--- src/rtl/tapdiv_pkg.sv ---
// Package: helpers shared by the tapped divider chain.
// Assumes tap masks fit in 64 bits.
package tapdiv_pkg;

    // Number of set bits in a tap mask.
    function automatic int tap_count(input logic [63:0] mask);
        int n;
        n = 0;
        for (int i = 0; i < 64; i++) begin
            if (mask[i]) n++;
        end
        return n;
    endfunction

    // Bit position of the k-th set bit (counted from bit 0) of a tap mask.
    function automatic int tap_pos(input logic [63:0] mask, input int k);
        int seen;
        int pos;
        seen = 0;
        pos  = 0;
        for (int i = 0; i < 64; i++) begin
            if (mask[i]) begin
                if (seen == k) pos = i;
                seen++;
            end
        end
        return pos;
    endfunction

endpackage

--- src/rtl/tapdiv_edge.sv ---
// Module: tapdiv_edge
// Brings the slow source into the clk domain and flags its falling transitions.
// Assumes SYNC_STAGES >= 2 and a source level that holds for at least
// SYNC_STAGES+1 clk cycles between transitions.
module tapdiv_edge #(
    parameter int SYNC_STAGES = 2
) (
    input  logic clk,
    input  logic rst_n,
    input  logic src,
    output logic fall
);

    logic [SYNC_STAGES-1:0] sync_q;
    logic                   last_q;

    // Shift the source through the synchronizer and keep the previous level.
    always_ff @(posedge clk) begin
        if (!rst_n) begin
            sync_q <= '0;
            last_q <= 1'b0;
        end else begin
            sync_q <= {sync_q[SYNC_STAGES-2:0], src};
            last_q <= sync_q[SYNC_STAGES-1];
        end
    end

    // A fall is a high-to-low step of the synchronized level.
    assign fall = last_q & ~sync_q[SYNC_STAGES-1];

endmodule

--- src/rtl/tapdiv_count.sv ---
// Module: tapdiv_count
// Binary chain of STAGES bits. Each bit toggles when the bit below it
// goes from 1 to 0. Assumes step arrives as a single-cycle pulse.
module tapdiv_count #(
    parameter int STAGES = 14
) (
    input  logic              clk,
    input  logic              rst_n,
    input  logic              clr,
    input  logic              step,
    output logic [STAGES-1:0] cnt
);

    logic [STAGES-1:0] toggle;

    // Stage 0 toggles on each step; higher stages follow when the one below wraps.
    assign toggle[0] = step;
    for (genvar i = 1; i < STAGES; i++) begin : g_ripple
        assign toggle[i] = toggle[i-1] & cnt[i-1];
    end

    // Hold the chain; clear and reset take priority over stepping.
    always_ff @(posedge clk) begin
        if (!rst_n || clr) begin
            cnt <= '0;
        end else begin
            cnt <= cnt ^ toggle;
        end
    end

endmodule

--- src/rtl/tapdiv_taps.sv ---
// Module: tapdiv_taps
// Picks the chain bits named by TAP_MASK, lowest first, and forces them
// low while clr is high. Assumes TAP_MASK has at least one bit set.
module tapdiv_taps #(
    parameter int                 STAGES   = 14,
    parameter logic [STAGES-1:0]  TAP_MASK = 14'h3BF8,
    localparam int                NUM_TAPS = tapdiv_pkg::tap_count(64'(TAP_MASK))
) (
    input  logic [STAGES-1:0]   cnt,
    input  logic                clr,
    output logic [NUM_TAPS-1:0] taps
);

    logic [NUM_TAPS-1:0] raw;

    // Route each selected chain bit to its output slot.
    for (genvar k = 0; k < NUM_TAPS; k++) begin : g_tap
        localparam int POS = tapdiv_pkg::tap_pos(64'(TAP_MASK), k);
        assign raw[k] = cnt[POS];
    end

    // Clear overrides the outputs without waiting for a clock edge.
    always_comb begin
        taps = clr ? '0 : raw;
    end

endmodule

--- src/rtl/tapdiv_chain.sv ---
// Module: tapdiv_chain (top)
// Divider chain advanced by falling transitions of src_in, with ten visible
// stages and an overriding high-active clear. Assumes src_in changes slowly
// next to clk (each level held at least SYNC_STAGES+1 cycles).
module tapdiv_chain #(
    parameter int                STAGES      = 14,
    parameter logic [STAGES-1:0] TAP_MASK    = 14'h3BF8,
    parameter int                SYNC_STAGES = 2,
    localparam int               NUM_TAPS    = tapdiv_pkg::tap_count(64'(TAP_MASK))
) (
    input  logic                clk,
    input  logic                rst_n,
    input  logic                src_in,
    input  logic                clr,
    output logic [NUM_TAPS-1:0] taps
);

    logic              src_fall;
    logic [STAGES-1:0] cnt_q;

    tapdiv_edge #(.SYNC_STAGES(SYNC_STAGES)) u_edge (
        .clk   (clk),
        .rst_n (rst_n),
        .src   (src_in),
        .fall  (src_fall)
    );

    tapdiv_count #(.STAGES(STAGES)) u_count (
        .clk   (clk),
        .rst_n (rst_n),
        .clr   (clr),
        .step  (src_fall),
        .cnt   (cnt_q)
    );

    tapdiv_taps #(.STAGES(STAGES), .TAP_MASK(TAP_MASK)) u_taps (
        .cnt   (cnt_q),
        .clr   (clr),
        .taps  (taps)
    );

endmodule

--- config.mk ---
export PLATFORM = sky130hd
export DESIGN_NAME = tapdiv_chain
export DESIGN_NICKNAME = d
export VERILOG_FILES = /design/src/rtl/tapdiv_pkg.sv /design/src/rtl/tapdiv_edge.sv /design/src/rtl/tapdiv_count.sv /design/src/rtl/tapdiv_taps.sv /design/src/rtl/tapdiv_chain.sv
export SDC_FILE = /design/constraint.sdc
export NUM_CORES = 1
export LEC_CHECK = 0
export ABC_AREA = 1
export BUFFER_PORTS_ARGS = -buffer_cell sky130_fd_sc_hd__buf_2
export CORE_ASPECT_RATIO = 0.75
export CORE_MARGIN = 3
export CORE_UTILIZATION = 30
export DETAILED_ROUTE_END_ITERATION = 10
export PLACE_DENSITY_LB_ADDON = 0.08
export SLEW_MARGIN = 10
export SYNTH_ARGS = -nofsm -noshare
export SYNTH_HDL_FRONTEND = slang
export SYNTH_HIERARCHICAL = 1
export SYNTH_SLANG_ARGS = --single-unit
--- constraint.sdc ---
create_clock -name clk -period 8.7 [get_ports clk]
set_input_delay 1.74 -clock clk [delete_from_list [all_inputs] [get_ports clk]]
set_output_delay 1.74 -clock clk [all_outputs]
set_load 0.01 [all_outputs]
; Word level (Yosys, flattened, before mapping)
; Cells that the tools add are included.
[totals]
register_bits = 17
elab_cells = 22
output_inout_bits = 10
[classes]
reduce_logical = 2
bitwise = 16
n_mux = 1
[ops]
columns = cell, n
row1 = $and 1x1->1, 14
row2 = $xor 14x14->14, 1
row3 = $mux 10, 1
row4 = $logic_not 1->1, 1
row5 = $logic_or 1x1->1, 1
row6 = $not 1->1, 1

; Depth between registers and ports, before layout
[logic_depth]
depth_word = 16
ltp_mapped = 19
depth_no_buf = 19

; Hierarchy
; Netlist, hierarchy kept.
[modules_own_cells]
columns = mod, n_inst, area_each_um2, cells_each
row1 = tapdiv_count, 1, 609.3, 62
row2 = tapdiv_edge, 1, 90.1, 11
row3 = tapdiv_taps, 1, 86.3, 21

; Worst setup path before layout
; Ideal clock, no wire load.
[synth_timing]
path_type = input-to-output
from = input clr
to = output taps[0]
required_ns = 6.960
cell_stages = 2
arrival_time_ns = 2.031
path_buffers = 1
path_slack_ns = 4.929
path_cell_list = buf_6 -> nor2_1
[synth_via]
elab_chain_cells = 1
[synth_lines]
columns = item, line_no
row1 = "start, declared", tapdiv_chain.sv:14  ; input logic clr,
row2 = $mux 10, tapdiv_taps.sv:24  ; taps = clr ? '0 : raw;
row3 = "end, declared", tapdiv_chain.sv:15  ; output logic [NUM_TAPS-1:0] taps
; No other way between the ends.

; Worst setup path in the final report
[layout_timing]
from = input clr
to = output taps[4]
; The elaborated chain is that of the path after synthesis.

==> results.cfg <==
[grt]
use_met2_pct = 15.3
grt_max_degree = 15
grt.busiest_layer = met2
grt_pass1_wl_microns = 2150
antenna_found_initial = 0
grt_usage_pct = 8.74
met3_usage_pct = 4.70
grt_pass1_vias = 527
grt_overflow = 0
grt.met1_usage_pct = 8.86

[layout]
stdcell_area_sq_um = 898
fin_util_pct = 37.7
fin_nets = 127
diodes = 0
syn_to_final_growth_pct = 14.3
fill_cells = 286
final_cells = 143
drive_gt1_share_pct = 25.7

[timing]
fmax_mhz = 256
worst_hold_slack_ns = 0.420
period_needed_ns = 3.91
finalCritPeriodShare_pct = 44.9
tightest_slew_ns = 0.399
rsz0062_at_grt = no
setup_violations = 0
relSlewSlack_pct = 73.3
clock_skew_ns = 0.00649
tns_ns = 0
drv_slew = 0
fin_ws_ns = 4.79
hold_viol = 0

[floorplan]
placementRows = 15
die_area_sq_um = 3280
ios = 14
core_sq_um = 2380
initial_core_util_pct = 33.0
die_w_microns = 65.1
fp.dieH_microns = 50.3

[run_status]
status = finished, final reports clean

[synthesis]
ys_seq_area_share_pct = 43.3
yosysUniqueCellTypes = 8
syn-num-nets = 111
syn_area_sq_um = 786
synth_seq_cells = 17
synth_cells = 94
yosys_warnings = 6
postSynthAreaPerCell_sq_um = 8.36

[critical_path]
crit_type = primary input to primary output
cp.required_ns = 6.96
setup.worst_path.start = clr
critPathMaxFanout = 11
startpoint_type = primary input
critical_path_arrival_ns = 2.17
rr_startpoint = u_edge/last_q
endpoint_kind = primary output

[route]
viasPerCell = 3.73
initialDrtViolationCount = 4
wl_microns = 1100
wire_per_inst_microns = 7.71
vias = 534
ant_nets = 0
drc = 0
first_pass_iters = 2

[placement]
place_inst = 139
gp_congestion = 0.614
hpwl_microns = 831
placed_area_sq_um = 871
numPortBuffers = 13
place_ws_ns = 4.77

[power]
ir_worst_vdd_mv = 0.0988
total_power_mw = 0.124
cellPowerDensity_nw_per_um2 = 138
p_leak_nw = 0.464

[clock_tree]
cts_sinks = 17
root_buffer = clkbuf_4
cts_max_level = 1
insertion_delay_ns = 0.29
post_cts_buffers = 0
cts_buffers = 3
clk_pin_slew_ns = 0.09
ctsHoldBuffers = 0
cts_tree = built
ctsLongestPathBuffers = 2
cts_resized = 0

[run]
cap_violations = 0

[min_path]
hold_start = u_edge/sync_q[0]
hold_path_class = flip-flop to flip-flop
[metal layers]
metal  up-vias  part of all wire, %
met3         2                  5.2
met2         7                   45
met1       232                   48
li1        293                    -
met5         -                    0
met4         0                  1.3
[layout make-up]
class / count / area (sq um) / share of cell area (%)
Sequential cell: 17 / 340 / 37.9
Inverter: 30 / 113 / 12.5
Clock inverter: 1 / 5.00 / 0.557
Clock buffer: 3 / 22.5 / 2.51
Multi-Input combinational cell: 45 / 310 / 34.5
Timing Repair Buffer: 13 / 65.1 / 7.24
Tap cell: 34 / 42.5 / 4.74
[sequential cells by signal (all words and copies together), names as in the netlist]
signal         cells
u_count/cnt       14
u_edge/sync_q      2
u_edge/last_q      1
[Yosys cell counts]
master,n,area (sq um)
ha_1,13,163
buf_6,2,22.5
nand2_1,6,22.5
nor2_1,15,56.3
nand2_2,1,6.26
inv_1,30,113
nor2_2,10,62.6
dfxtp_1,17,340
[worst paths after layout]
| kind | endpoint | slack (ns) | cells past startpoint |
|---|---|---|---|
| min reg2reg | u_edge/sync_q[1] | 0.42 | 2 |
| min | u_edge/sync_q[1] | 0.42 | 2 |
| max reg2reg | u_count/cnt[13] | 5.65 | 19 |
| max | taps[4] | 4.79 | 3 |
[layout by cell type, fill, tap and decap left out]
cell type  Yosys  layout
inv_1         30      30
dfxtp_1       17      17
nor2_1        15      15
buf_2          0      13
ha_1          13      13
nor2_2        10      10
nand2_1        6       6
clkbuf_4       0       3
clkinv_2       0       1
nand2_2        1       1
[power breakdown]
part | leakage (nW) | total (mW) | internal, mW | switching, mW
clock network | 0.0177 | 0.0416 | 0.0171 | 0.0245
logic | 0.309 | 0.00404 | 0.000997 | 0.00304
registers | 0.137 | 0.0786 | 0.0784 | 0.000177
total | 0.464 | 0.124 | 0.0965 | 0.0277
[kinds of logic after synthesis]
group	count (synthesis)	synth area share (%)
fa+ha+maj	13	20.7
simple gates	32	18.8
flops	17	43.3
buf+inv	32	17.2
[critical path, stage by stage]
cell and delay, ns:
buf_2 0.17, nor2_1 0.12, buf_2 0.13
No activity file was read; power rests on OpenSTA's default activity.
